===== src/rtl/shx_pkg.sv =====
package shx_pkg;

    localparam int SHX_DATA_W = 32;
    localparam int SHX_OP_W   = 3;

    typedef enum logic [SHX_OP_W-1:0] {
        OP_ASR  = 3'd0,
        OP_SRC  = 3'd1,
        OP_SRL  = 3'd2,
        OP_SX8  = 3'd3,
        OP_SX16 = 3'd4
    } shx_op_e;

    // Source of the vacated top bit in a one-place right shift.
    typedef enum logic [1:0] {
        FILL_SIGN  = 2'd0,
        FILL_CARRY = 2'd1,
        FILL_ZERO  = 2'd2
    } fill_e;

    typedef struct packed {
        logic cy;
        logic cy_we;
    } cy_ctl_t;

    function automatic logic is_shift(input logic [SHX_OP_W-1:0] code);
        return (code == OP_ASR) || (code == OP_SRC) || (code == OP_SRL);
    endfunction

    function automatic logic is_extend(input logic [SHX_OP_W-1:0] code);
        return (code == OP_SX8) || (code == OP_SX16);
    endfunction

    function automatic fill_e fill_of(input logic [SHX_OP_W-1:0] code);
        fill_e f;
        case (code)
            OP_ASR:  f = FILL_SIGN;
            OP_SRC:  f = FILL_CARRY;
            default: f = FILL_ZERO;
        endcase
        return f;
    endfunction

endpackage


===== src/rtl/shx_shift1.sv =====
module shx_shift1
    import shx_pkg::*;
#(
    parameter int W = SHX_DATA_W
) (
    input  logic [W-1:0] a,
    input  fill_e        fill,
    input  logic         cin,
    output logic [W-1:0] y,
    output logic         cy
);
    logic top_bit;

    always_comb begin
        case (fill)
            FILL_SIGN:  top_bit = a[W-1];
            FILL_CARRY: top_bit = cin;
            default:    top_bit = 1'b0;
        endcase
        y  = {top_bit, a[W-1:1]};
        cy = a[0];
    end
endmodule


===== src/rtl/shx_sext.sv =====
module shx_sext
    import shx_pkg::*;
#(
    parameter int W      = SHX_DATA_W,
    parameter int NARROW = 8,
    parameter int WIDE   = 16
) (
    input  logic [W-1:0] a,
    input  logic         sel_wide,
    output logic [W-1:0] y
);
    localparam int NPAD = W - NARROW;
    localparam int WPAD = W - WIDE;

    logic [W-1:0] ext_n;
    logic [W-1:0] ext_w;

    generate
        if (NPAD > 0) begin : g_narrow
            assign ext_n = {{NPAD{a[NARROW-1]}}, a[NARROW-1:0]};
        end else begin : g_narrow_id
            assign ext_n = a;
        end
        if (WPAD > 0) begin : g_wide
            assign ext_w = {{WPAD{a[WIDE-1]}}, a[WIDE-1:0]};
        end else begin : g_wide_id
            assign ext_w = a;
        end
    endgenerate

    assign y = sel_wide ? ext_w : ext_n;
endmodule


===== src/rtl/shx_unit.sv =====
module shx_unit
    import shx_pkg::*;
#(
    parameter int DATA_W = SHX_DATA_W,
    parameter int OP_W   = SHX_OP_W
) (
    input  logic              clk,
    input  logic              rst,
    input  logic [DATA_W-1:0] operand,
    input  logic [OP_W-1:0]   op_code,
    input  logic              carry_in,
    output logic [DATA_W-1:0] result,
    output logic              carry_out,
    output logic              carry_we
);
    logic [DATA_W-1:0] shift_y;
    logic              shift_cy;
    logic [DATA_W-1:0] ext_y;
    logic [DATA_W-1:0] next_y;
    cy_ctl_t           next_ctl;

    shx_shift1 #(.W(DATA_W)) u_shift (
        .a    (operand),
        .fill (fill_of(op_code)),
        .cin  (carry_in),
        .y    (shift_y),
        .cy   (shift_cy)
    );

    shx_sext #(.W(DATA_W), .NARROW(8), .WIDE(16)) u_sext (
        .a        (operand),
        .sel_wide (op_code == OP_SX16),
        .y        (ext_y)
    );

    always_comb begin
        if (is_shift(op_code)) begin
            next_y         = shift_y;
            next_ctl.cy    = shift_cy;
            next_ctl.cy_we = 1'b1;
        end else begin
            next_y         = is_extend(op_code) ? ext_y : operand;
            next_ctl.cy    = carry_in;
            next_ctl.cy_we = 1'b0;
        end
    end

    always_ff @(posedge clk) begin
        if (rst) begin
            result    <= '0;
            carry_out <= 1'b0;
            carry_we  <= 1'b0;
        end else begin
            result    <= next_y;
            carry_out <= next_ctl.cy;
            carry_we  <= next_ctl.cy_we;
        end
    end

    // Assertions sit next to the output register they guard.
    a_r1_asr_sign_kept: assert property (@(posedge clk) disable iff (rst)
        (!$past(rst) && $past(op_code) == OP_ASR) |->
            (result[DATA_W-1] == $past(operand[DATA_W-1]) &&
             result[DATA_W-2:0] == $past(operand[DATA_W-1:1])));

    a_r2_src_carry_top: assert property (@(posedge clk) disable iff (rst)
        (!$past(rst) && $past(op_code) == OP_SRC) |->
            (result[DATA_W-1] == $past(carry_in)));

    a_r3_srl_zero_top: assert property (@(posedge clk) disable iff (rst)
        (!$past(rst) && $past(op_code) == OP_SRL) |->
            (result[DATA_W-1] == 1'b0));

    a_r4_shift_carry_lsb: assert property (@(posedge clk) disable iff (rst)
        (!$past(rst) && is_shift($past(op_code))) |->
            (carry_we && carry_out == $past(operand[0])));

    a_r5_sx8_upper_uniform: assert property (@(posedge clk) disable iff (rst)
        (!$past(rst) && $past(op_code) == OP_SX8) |->
            ($countones(result[DATA_W-1:7]) == 0 ||
             $countones(result[DATA_W-1:7]) == DATA_W - 7));

    a_r6_sx16_upper_uniform: assert property (@(posedge clk) disable iff (rst)
        (!$past(rst) && $past(op_code) == OP_SX16) |->
            ($countones(result[DATA_W-1:15]) == 0 ||
             $countones(result[DATA_W-1:15]) == DATA_W - 15));

    a_r7_no_carry_write: assert property (@(posedge clk) disable iff (rst)
        (!$past(rst) && !is_shift($past(op_code))) |->
            (!carry_we && carry_out == $past(carry_in)));

    a_r8_unused_passthrough: assert property (@(posedge clk) disable iff (rst)
        (!$past(rst) && !is_shift($past(op_code)) && !is_extend($past(op_code))) |->
            (result == $past(operand)));

    a_r9_reset_clears: assert property (@(posedge clk)
        $past(rst) |-> (result == '0 && !carry_out && !carry_we));
endmodule


===== config.mk =====
export PLATFORM = sky130hd
export DESIGN_NAME = shx_unit
export DESIGN_NICKNAME = d
export VERILOG_FILES = /design/src/rtl/shx_pkg.sv /design/src/rtl/shx_shift1.sv /design/src/rtl/shx_sext.sv /design/src/rtl/shx_unit.sv
export SDC_FILE = /design/constraint.sdc
export NUM_CORES = 1
export LEC_CHECK = 0
export ABC_AREA = 1
export BUFFER_PORTS_ARGS = -buffer_cell sky130_fd_sc_hd__buf_2
export CORE_ASPECT_RATIO = 0.75
export CORE_MARGIN = 2
export CORE_UTILIZATION = 45
export DETAILED_ROUTE_END_ITERATION = 8
export GPL_TIMING_DRIVEN = 1
export PLACE_DENSITY = 0.81
export SYNTH_ARGS = -nofsm -noshare
export SYNTH_HDL_FRONTEND = slang
export SYNTH_HIERARCHICAL = 1
export SYNTH_SLANG_ARGS = --single-unit

===== constraint.sdc =====
create_clock -name clk -period 1.4 [get_ports clk]
set_input_delay 0 -clock clk [delete_from_list [all_inputs] [get_ports clk]]
set_output_delay 0 -clock clk [all_outputs]
set_load 0.02 [all_outputs]

==> results.json, run 1 <==
{
  "status": "completed",
  "cts_hold_buf": 32,
  "final_util_pct": 54.9,
  "placed_area_mm2": 0.00223,
  "drt-pass1-iter-count": 4,
  "yosys_warnings": 6,
  "wl_per_cell_um": 9.10,
  "vias": 2006,
  "clock_sinks": 34,
  "worstSetupPathType": "input pin to flop",
  "drive_gt1_share_pct": 22.5,
  "drtIter0Drc": 83,
  "grt_overflow": 0,
  "portBuffers": 71,
  "syn_nets": 404,
  "rows": 22,
  "finalInstanceArea_mm2": 0.00265,
  "syn_inst": 366,
  "yosysSeqAreaShare_pct": 30.6,
  "min_period_over_period_pct": 82.4,
  "grt_max_degree": 20,
  "grt_pass1_vias": 1758,
  "post_cts_buffers": 0,
  "cp_num_buf_inv": 3,
  "cts_inserted_buffers": 5,
  "antenna_cells": 0,
  "crit_chain": "dlygate4sd3_1 > buf_2 > nand2_1 > nand2_1 > dlygate4sd3_1",
  "synth_cell_types": 16,
  "tritoncts": "yes",
  "final_common_cell": "nand2_1",
  "synth_top_area_share_pct": 30.6,
  "slowest_stage": "dlygate4sd3_1",
  "hold_viol": 0,
  "grtUsageTotal_pct": 17.4,
  "cp_max_fo": 3,
  "arrival_ns": 1.33,
  "crit_path_end_kind": "flop",
  "seq_area_um2": 681,
  "max_clock_freq_mhz": 867,
  "num-nets-final": 454,
  "antenna_found_initial": 0,
  "die_area_mm2": 0.00553,
  "vdd_drop_max_uv": 551,
  "htree_levels": 2,
  "critical_path.top_delay_family": "buffers and inverters",
  "required_ns": 1.57,
  "cp-start-kind": "input pin",
  "gp_congestion": 0.815,
  "finalSetupViolations": 0,
  "critPathMaxStageDelay_ns": 0.54,
  "cts.clk_slew.worst_paths_ns": 0.07,
  "synth_top_area_cell": "dfxtp_1",
  "synthTopCellsByArea": "dfxtp_1 31%, nand2_1 26%, buf_4 19%, inv_1 11%, a21oi_1 7.2%",
  "cts_resized": 0,
  "max_slew_margin_pct": 73.6,
  "multi_input_area_um2": 792,
  "rsz0062_at_grt": "no",
  "cts_buffer_depth": 2,
  "antenna_left": 0,
  "core-area_mm2": 0.00482,
  "maxSlewViolCount": 0,
  "die_h_um": 64.9,
  "min_period_ns": 1.15,
  "powerDensity_mw_per_mm2": 930,
  "grt_pass1_wl_um": 7690,
  "hpwlAfterDp_um": 2980,
  "initial_core_util_pct": 46.2,
  "fillCellCount": 451,
  "syn_area_mm2": 0.00223,
  "drc": 0,
  "ys_ff_latch": 34,
  "via_per_inst": 4.21,
  "tns_ns": 0,
  "total_leakage_power_nw": 1.67,
  "fp.dieW_um": 85.2,
  "syn_area_per_cell_um2": 6.09,
  "routed_wl_um": 4340,
  "root_buffer": "clkbuf_8",
  "area_growth_pct": 18.8,
  "worst_pin_slew_ns": 0.392,
  "hp-class": "input pin to flop",
  "num_io_pins": 72,
  "layout_common_cells": "152 x nand2_1, 71 x buf_2, 67 x inv_1, 34 x dfxtp_1",
  "max_cap_violations": 0
}
## per-stage QoR
step                hold WS [ns]  setup slack, ns  instances  power [mW]
global placement           0.209            0.175        437        1.66
global route              0.0465            0.188        477        2.64
floorplan                  0.138            0.171        366        1.59
CTS                      0.00762            0.269        477        2.49
detailed placement         0.214            0.114        437        1.67
finish                    0.0152            0.247        477        2.46
## path summary, 6_finish.rpt
| check | from | to | slack, ns | cells past startpoint |
|---|---|---|---|---|
| max | operand[0] | carry_out$_SDFF_PP0_ | 0.25 | 5 |
| min | operand[7] | result[6]$_SDFF_PP0_ | 0.02 | 3 |
## report_power, final
group	internal, mW	switching (mW)
clock	0.397	0.348
sequential	1.05	0.0183
combinational	0.263	0.383
## cells in the mapped netlist
master   number
buf_6         1
or2_2         1
nor3_1        1
nor2_1        2
dfxtp_1      34
buf_2        12
nor2_2        1
inv_1        67
o21ai_2       1
nand3_1       2
inv_2         1
nand2_2       1
buf_4        57
nand2_4       1
nand2_1     152
a21oi_1      32
## flip-flops by register name, indices dropped and copies added, names as in the netlist
signal     flops
result        32
carry_out      1
carry_we       1
## kinds of logic (layout without fill, tap and decap cells)
logic type             Yosys count  after routing  synth area share [%]
AO/OA/AOI/OAI                   33             33                  7.58
flip-flops                      34             34                  30.6
buffers and inverters          138            189                  33.9
AND/OR/NAND/NOR                161            161                  28.0
## per-layer routing
metal  part of all wire [%]  track usage (%)  vias to the layer above
met1                     47             21.3                      842
li1                       -                -                     1102
met3                    7.0             5.22                        9
met2                     45             29.1                       53
met4                    1.8             6.15                        0
met5                      0                0                        -
## layout make-up
class / instances / area share (%)
clock buffers: 7 / 3.26
repair buffers: 113 / 28.4
well taps: 60 / 2.84
inverters: 68 / 9.65
multi-input cells: 194 / 29.9
flip-flops and latches: 34 / 25.7
clock inverters: 1 / 0.189
## worst min-delay path, cell delays in order
cell and delay, ns:
buf_2 0.14, nand2_1 0.06, nand2_1 0.05
Note: power is estimated with default switching activity, not from simulation.
==> inputs of run 2 (changes only) <==
--- a/config.mk
+++ b/config.mk
@@ -5,14 +5,14 @@
 export SDC_FILE = /design/constraint.sdc
 export NUM_CORES = 1
 export LEC_CHECK = 0
-export ABC_AREA = 1
+export ABC_AREA = 0
 export BUFFER_PORTS_ARGS = -buffer_cell sky130_fd_sc_hd__buf_2
 export CORE_ASPECT_RATIO = 0.75
 export CORE_MARGIN = 2
 export CORE_UTILIZATION = 45
 export DETAILED_ROUTE_END_ITERATION = 8
 export GPL_TIMING_DRIVEN = 1
-export PLACE_DENSITY = 0.81
+export PLACE_DENSITY = 0.82
 export SYNTH_ARGS = -nofsm -noshare
 export SYNTH_HDL_FRONTEND = slang
 export SYNTH_HIERARCHICAL = 1
==> constraint.sdc (replaced) <==
create_clock -name clk -period 0.97 [get_ports clk]
set_input_delay 0 -clock clk [delete_from_list [all_inputs] [get_ports clk]]
set_output_delay 0 -clock clk [all_outputs]
set_load 0.02 [all_outputs]
==> run 2 against run 1 <==
Effect of this change:
- the flow now finishes with violations (negative setup slack)
- cell count fell by 12%
- cell area rose by 19%
- via count rose by 24%
- synthesized area rose by 15%
- non-clock buffer count rose by 9
- synthesized cell count fell by 18%
- clock-buffer cell count fell by 2
- critical path depth rose by 1
- sequential power rose by 46%
- core utilization rose by 2.8 points
- worst hold slack got worse by 0.0048 ns
- sequential share of layout area fell by 4.1 points
- largest cell class unchanged
==> results.json, run 2 <==
{
  "clock_sinks": 34,
  "grtUsageTotal_pct": 20.6,
  "tns_ns": -3.47,
  "fp.dieW_um": 91.3,
  "rows": 23,
  "grt_overflow": 0,
  "synth_cell_types": 19,
  "hp-class": "input pin to flop",
  "max_clock_freq_mhz": 862,
  "hpwlAfterDp_um": 4020,
  "synth_top_area_share_pct": 26.5,
  "min_period_ns": 1.16,
  "synthTopCellsByArea": "dfxtp_1 26%, buf_4 17%, a221o_1 12%, a22o_1 11%, nand3b_1 9.3%",
  "crit_path_end_kind": "flop",
  "max_slew_margin_pct": 75.8,
  "grt_util_met3_pct": 5.87,
  "cts_inserted_buffers": 5,
  "cp_max_fo": 17,
  "cp-start-kind": "input pin",
  "syn_nets": 339,
  "rsz0062_at_grt": "yes",
  "tritoncts": "yes",
  "synth-async-reset-ratio_pct": 0,
  "antenna_found_initial": 0,
  "area_growth_pct": 22.1,
  "grt_max_degree": 41,
  "htree_levels": 2,
  "root_buffer": "clkbuf_8",
  "num-nets-final": 383,
  "status": "finished with violations",
  "total_leakage_power_nw": 1.40,
  "p_total_mw": 4.16,
  "die_area_mm2": 0.00634,
  "yosys_warnings": 6,
  "arrival_ns": 1.34,
  "cts.clk_slew.worst_paths_ns": 0.08,
  "die_h_um": 69.5,
  "drtIter0Drc": 265,
  "final_common_cell": "buf_2",
  "wl_per_cell_um": 16.1,
  "maxSlewViolCount": 0,
  "core-area_mm2": 0.00544,
  "synth-edff-count": 0,
  "syn_area_mm2": 0.00257,
  "finalInstanceArea_mm2": 0.00314,
  "max_flop_register": "result",
  "routed_wl_um": 6800,
  "largestRegisters": "result: 32 flops, carry_out: 1 flops, carry_we: 1 flops",
  "placed_area_mm2": 0.00272,
  "drc": 0,
  "portBuffers": 71,
  "yosysSeqAreaShare_pct": 26.5,
  "cts_buffer_depth": 2,
  "worstSetupPathType": "input pin to flop",
  "antenna_left": 0,
  "grt_pass1_vias": 2261,
  "worst_pin_slew_ns": 0.363,
  "vdd_drop_max_uv": 576,
  "via_per_inst": 5.93,
  "vias": 2497,
  "gp_congestion": 0.802,
  "antenna_cells": 0,
  "grt_pass1_wl_um": 10900,
  "synthTopCellsByCount": "57 x buf_4, 34 x dfxtp_1, 33 x a21oi_1",
  "layout_common_cells": "68 x buf_2, 34 x dfxtp_1, 33 x a21oi_1",
  "met2_usage_pct": 31.9,
  "required_ns": 1.15,
  "synth_most_common_cell": "buf_4",
  "syn_area_per_cell_um2": 8.54,
  "ys_dominant_reg_cell": "dfxtp_1",
  "hold_viol": 0,
  "largest_register_ffs": 32,
  "grt-busiest-layer": "met2",
  "initial_core_util_pct": 47.3,
  "synth_top_area_cell": "dfxtp_1",
  "drt-pass1-iter-count": 5,
  "grtUsageMet1_pct": 27.5,
  "max_cap_violations": 0,
  "powerDensity_mw_per_mm2": 1330,
  "violations": "negative setup slack",
  "finalSetupViolations": 24,
  "drive_gt1_share_pct": 35.8,
  "ys_ff_latch": 34,
  "syn_inst": 301,
  "num_io_pins": 72,
  "min_period_over_period_pct": 120,
  "finalWorstSetupSlack_ns": -0.190
}
run 2: cell count changes in the layout (fill, tap and decap cells not counted), sizes merged, moves of 9 or more:
cell and delta:
dlygate4sd3 -12, a221o +32, a22o +32, nand2 -122
buf +18, nand3b +32, inv -67, mux2 +9
run 2: final cells by class:
| cell class | count | area, um^2 |
|---|---|---|
| Clock inverter | 3 | 45.0 |
| Timing Repair Buffer | 122 | 905 |
| Clock buffer | 5 | 68.8 |
| Fill cell | 453 | 2300 |
| Multi-Input combinational cell | 181 | 1340 |
| Tap cell | 75 | 93.8 |
| Inverter | 1 | 3.75 |
| Sequential cell | 34 | 681 |
run 2: critical path, cell delays in order:
cell	delay, ns
buf_6	0.12
nor2_4	0.08
and2_4	0.18
mux2_4	0.40
a22o_1	0.24
a221o_1	0.31
run 2: where the power goes:
part           switching [mW]  leakage [nW]  total [mW]  internal (mW)
sequential             0.0325         0.283        1.56           1.52
clock                   0.568        0.0504        1.33          0.764
combinational           0.669          1.07        1.28          0.606
total                    1.27          1.40        4.16           2.90
run 2: final timing paths:
path	start	cells after the start	endpoint
setup / recovery	op_code[0]	6	result[30]$_SDFF_PP0_
hold / removal	operand[6]	2	result[5]$_SDFF_PP0_
run 2: through the flow:
step	util [%]	hold WS (ns)	std cells	setup slack [ns]
global route	57.7	0.00891	421	-0.187
CTS	56.6	0.000116	419	-0.183
floorplan	-	0.0724	301	-0.697
finish	57.7	0.0104	421	-0.190
detailed placement	49.9	0.236	390	-0.539
global placement	49.9	0.237	390	-0.512
run 2: cell families (layout without fill, tap and decap cells):
| kind of cell | count (synthesis) | in the layout | share of synthesized area [%] |
|---|---|---|---|
| simple gates | 73 | 73 | 15.8 |
| flops | 34 | 34 | 26.5 |
| compound gates | 97 | 97 | 29.8 |
| buf+inv | 87 | 131 | 22.5 |
| mux | 10 | 11 | 5.45 |
run 2: routing by layer:
metal | part of all wire, % | wire (um)
met4 | 2.2 | 152
met1 | 43 | 2900
met5 | 0 | 0
met3 | 8.9 | 608
met2 | 46 | 3130
run 2: what timing repair did:
item,4_1_cts,5_1_grt
endpoints found under the hold margin,19,0
gates resized for setup,10,3
gates cloned,1,2
setup endpoints to repair,32,32
hold buffers,20,0
buffers inserted,0,0
pin swaps,6,2
==> inputs of run 3 (changes only) <==
--- a/config.mk
+++ b/config.mk
@@ -11,7 +11,7 @@
 export CORE_MARGIN = 2
 export CORE_UTILIZATION = 45
 export DETAILED_ROUTE_END_ITERATION = 8
-export GPL_TIMING_DRIVEN = 1
+export GPL_TIMING_DRIVEN = 0
 export PLACE_DENSITY = 0.82
 export SYNTH_ARGS = -nofsm -noshare
 export SYNTH_HDL_FRONTEND = slang
==> run 3 against run 2 <==
Effect of this change:
- worst setup slack worse by 0.23 ns
- highest routed layer unchanged
- the flow still finishes with violations (negative setup slack)
- clock power about the same
- via count up 7.0%
- sequential power about the same
- clock-buffer cell count up 1
==> results.json, run 3 (synthesized netlist as in run 2, its figures left out) <==
{
  "hold_viol": 0,
  "root_buffer": "clkbuf_8",
  "max_flop_register": "result",
  "swShare_pct": 29.7,
  "tritoncts": "yes",
  "grt_pass1_vias": 2518,
  "clock_power_share_pct": 31.1,
  "die_h_um": 69.5,
  "slowest_stage": "a221o_1",
  "cp-start-kind": "input pin",
  "num_io_pins": 72,
  "crit_chain": "buf_8 > buf_6 > clkbuf_16 > buf_4 > or2_4 > nor2_4 > mux2i_1 > nor2_1 > buf_4 > a221o_1",
  "powerDensity_mw_per_mm2": 1280,
  "die_area_mm2": 0.00634,
  "maxSlewViolCount": 0,
  "cts_buffer_depth": 2,
  "place_ws_ns": -1.05,
  "dp_cells": 447,
  "core-area_mm2": 0.00544,
  "status": "finished with violations",
  "min_period_over_period_pct": 143,
  "final_util_pct": 62.6,
  "largest_register_ffs": 32,
  "timing.critical_path.mode_cell": "buf_4",
  "cts_inserted_buffers": 5,
  "required_ns": 1.15,
  "cts.clk_slew.worst_paths_ns": 0.07,
  "power_frac_comb_pct": 33.2,
  "max_slew_margin_pct": 63.7,
  "max_clock_freq_mhz": 719,
  "worst_pin_slew_ns": 0.544,
  "rows": 23,
  "grt_max_degree": 16,
  "drtIter0Drc": 221,
  "via_per_inst": 5.73,
  "fillCellCount": 427,
  "grt_pass1_wl_um": 12000,
  "largestRegisters": "result: 32 flops, carry_out: 1 flops, carry_we: 1 flops",
  "max_cap_violations": 0,
  "critPathMaxStageDelay_ns": 0.31,
  "gp_congestion": 0.839,
  "wl_per_cell_um": 16.2,
  "hold_slack_ns": 0.0495,
  "drt-pass1-iter-count": 6,
  "crit_path_end_kind": "flop",
  "hpwlAfterDp_um": 4850,
  "min_period_ns": 1.39,
  "vias": 2671,
  "num-nets-final": 429,
  "switchingPower_mw": 1.29,
  "htree_levels": 2,
  "drc": 0,
  "share_seq_of_total_power_pct": 35.7,
  "routed_wl_um": 7560,
  "arrival_ns": 1.57,
  "cp_max_fo": 4,
  "antenna_cells": 0,
  "worstSetupPathType": "input pin to flop",
  "vdd_drop_max_uv": 650,
  "initial_core_util_pct": 47.3,
  "p_int_mw": 3.06,
  "drive_gt1_share_pct": 44.2,
  "antenna_left": 0,
  "total_leakage_power_nw": 1.60,
  "antenna_found_initial": 0,
  "grt_overflow": 0,
  "layout_common_cells": "73 x buf_2, 48 x buf_4, 34 x dfxtp_1, 33 x a21oi_1",
  "area_growth_pct": 32.4,
  "final_common_cell": "buf_2",
  "layoutNonFillerInstCount": 466,
  "clock_sinks": 34,
  "rsz0062_at_grt": "yes",
  "tns_ns": -8.65,
  "violations": "negative setup slack",
  "portBuffers": 71,
  "finalSetupViolations": 24,
  "hp-class": "input pin to flop",
  "fp.dieW_um": 91.3,
  "finalWorstSetupSlack_ns": -0.421,
  "whs_path_depth": 3,
  "grtUsageTotal_pct": 23.4
}
[run 3: changes by cell type in the layout (fill, tap and decap cells not counted), sizes merged]
cell / delta
dlygate4sd3: -18
buf: +47
clkbuf: +16
clkinvlp: -2
mux2: +2
[run 3: path summary, 6_finish.rpt]
path | startpoint | end | slack, ns
max | op_code[2] | result[31]$_SDFF_PP0_ | -0.42
min | operand[26] | result[25]$_SDFF_PP0_ | 0.05
[run 3: timing repair]
action | in CTS | in global routing
hold buffers | 2 | 0
endpoints found under the hold margin | 1 | 0
gates cloned | 3 | 0
pin swaps | 8 | 10
setup buffers | 8 | 0
resized for setup | 29 | 10
endpoints found under the setup margin | 25 | 32
[run 3: worst max-delay path, delay by kind of cell]
| kind | cells | cell delay [ns] |
|---|---|---|
| buf+inv | 5 | 0.61 |
| mux | 1 | 0.23 |
| simple gates | 3 | 0.41 |
| compound gates | 1 | 0.31 |
[run 3: metrics by stage]
| stage | total power [mW] | cell area [um^2] |
|---|---|---|
| finish | 4.35 | 3400 |
| global route | 4.53 | 3400 |
| CTS | 4.34 | 3400 |
| detailed placement | 2.88 | 3060 |
| global placement | 2.86 | 3060 |
| floorplan | 2.49 | 2620 |
[run 3: layout make-up]
class                           instances  area (um^2)  area share, %
Sequential cell                        34          681           20.0
Tap cell                               75         93.8           2.76
Multi-Input combinational cell        183         1380           40.5
Timing Repair Buffer                   81          469           13.8
Clock buffer                            6         82.6           2.43
Inverter                                1         3.75          0.110
Buffer                                 85          666           19.6
Clock inverter                          1         30.0          0.882
[run 3: power groups by stage]
stage                     registers, mW  clock network [mW]  logic [mW]
after floorplan                    1.76                   0       0.736
after global placement             1.58                   0        1.28
after detailed placement           1.58                   0        1.30
after CTS                          1.55                1.38        1.41
after global routing               1.56                1.44        1.53
final                              1.55                1.35        1.44
[run 3: routing by layer]
metal / GRT usage [%] / vias up / wire length (um)
met5: 0 / - / 0
met4: 10.1 / 0 / 153
met3: 4.67 / 18 / 586
met2: 36.5 / 149 / 3510
met1: 31.4 / 1259 / 3310
li1: - / 1245 / -
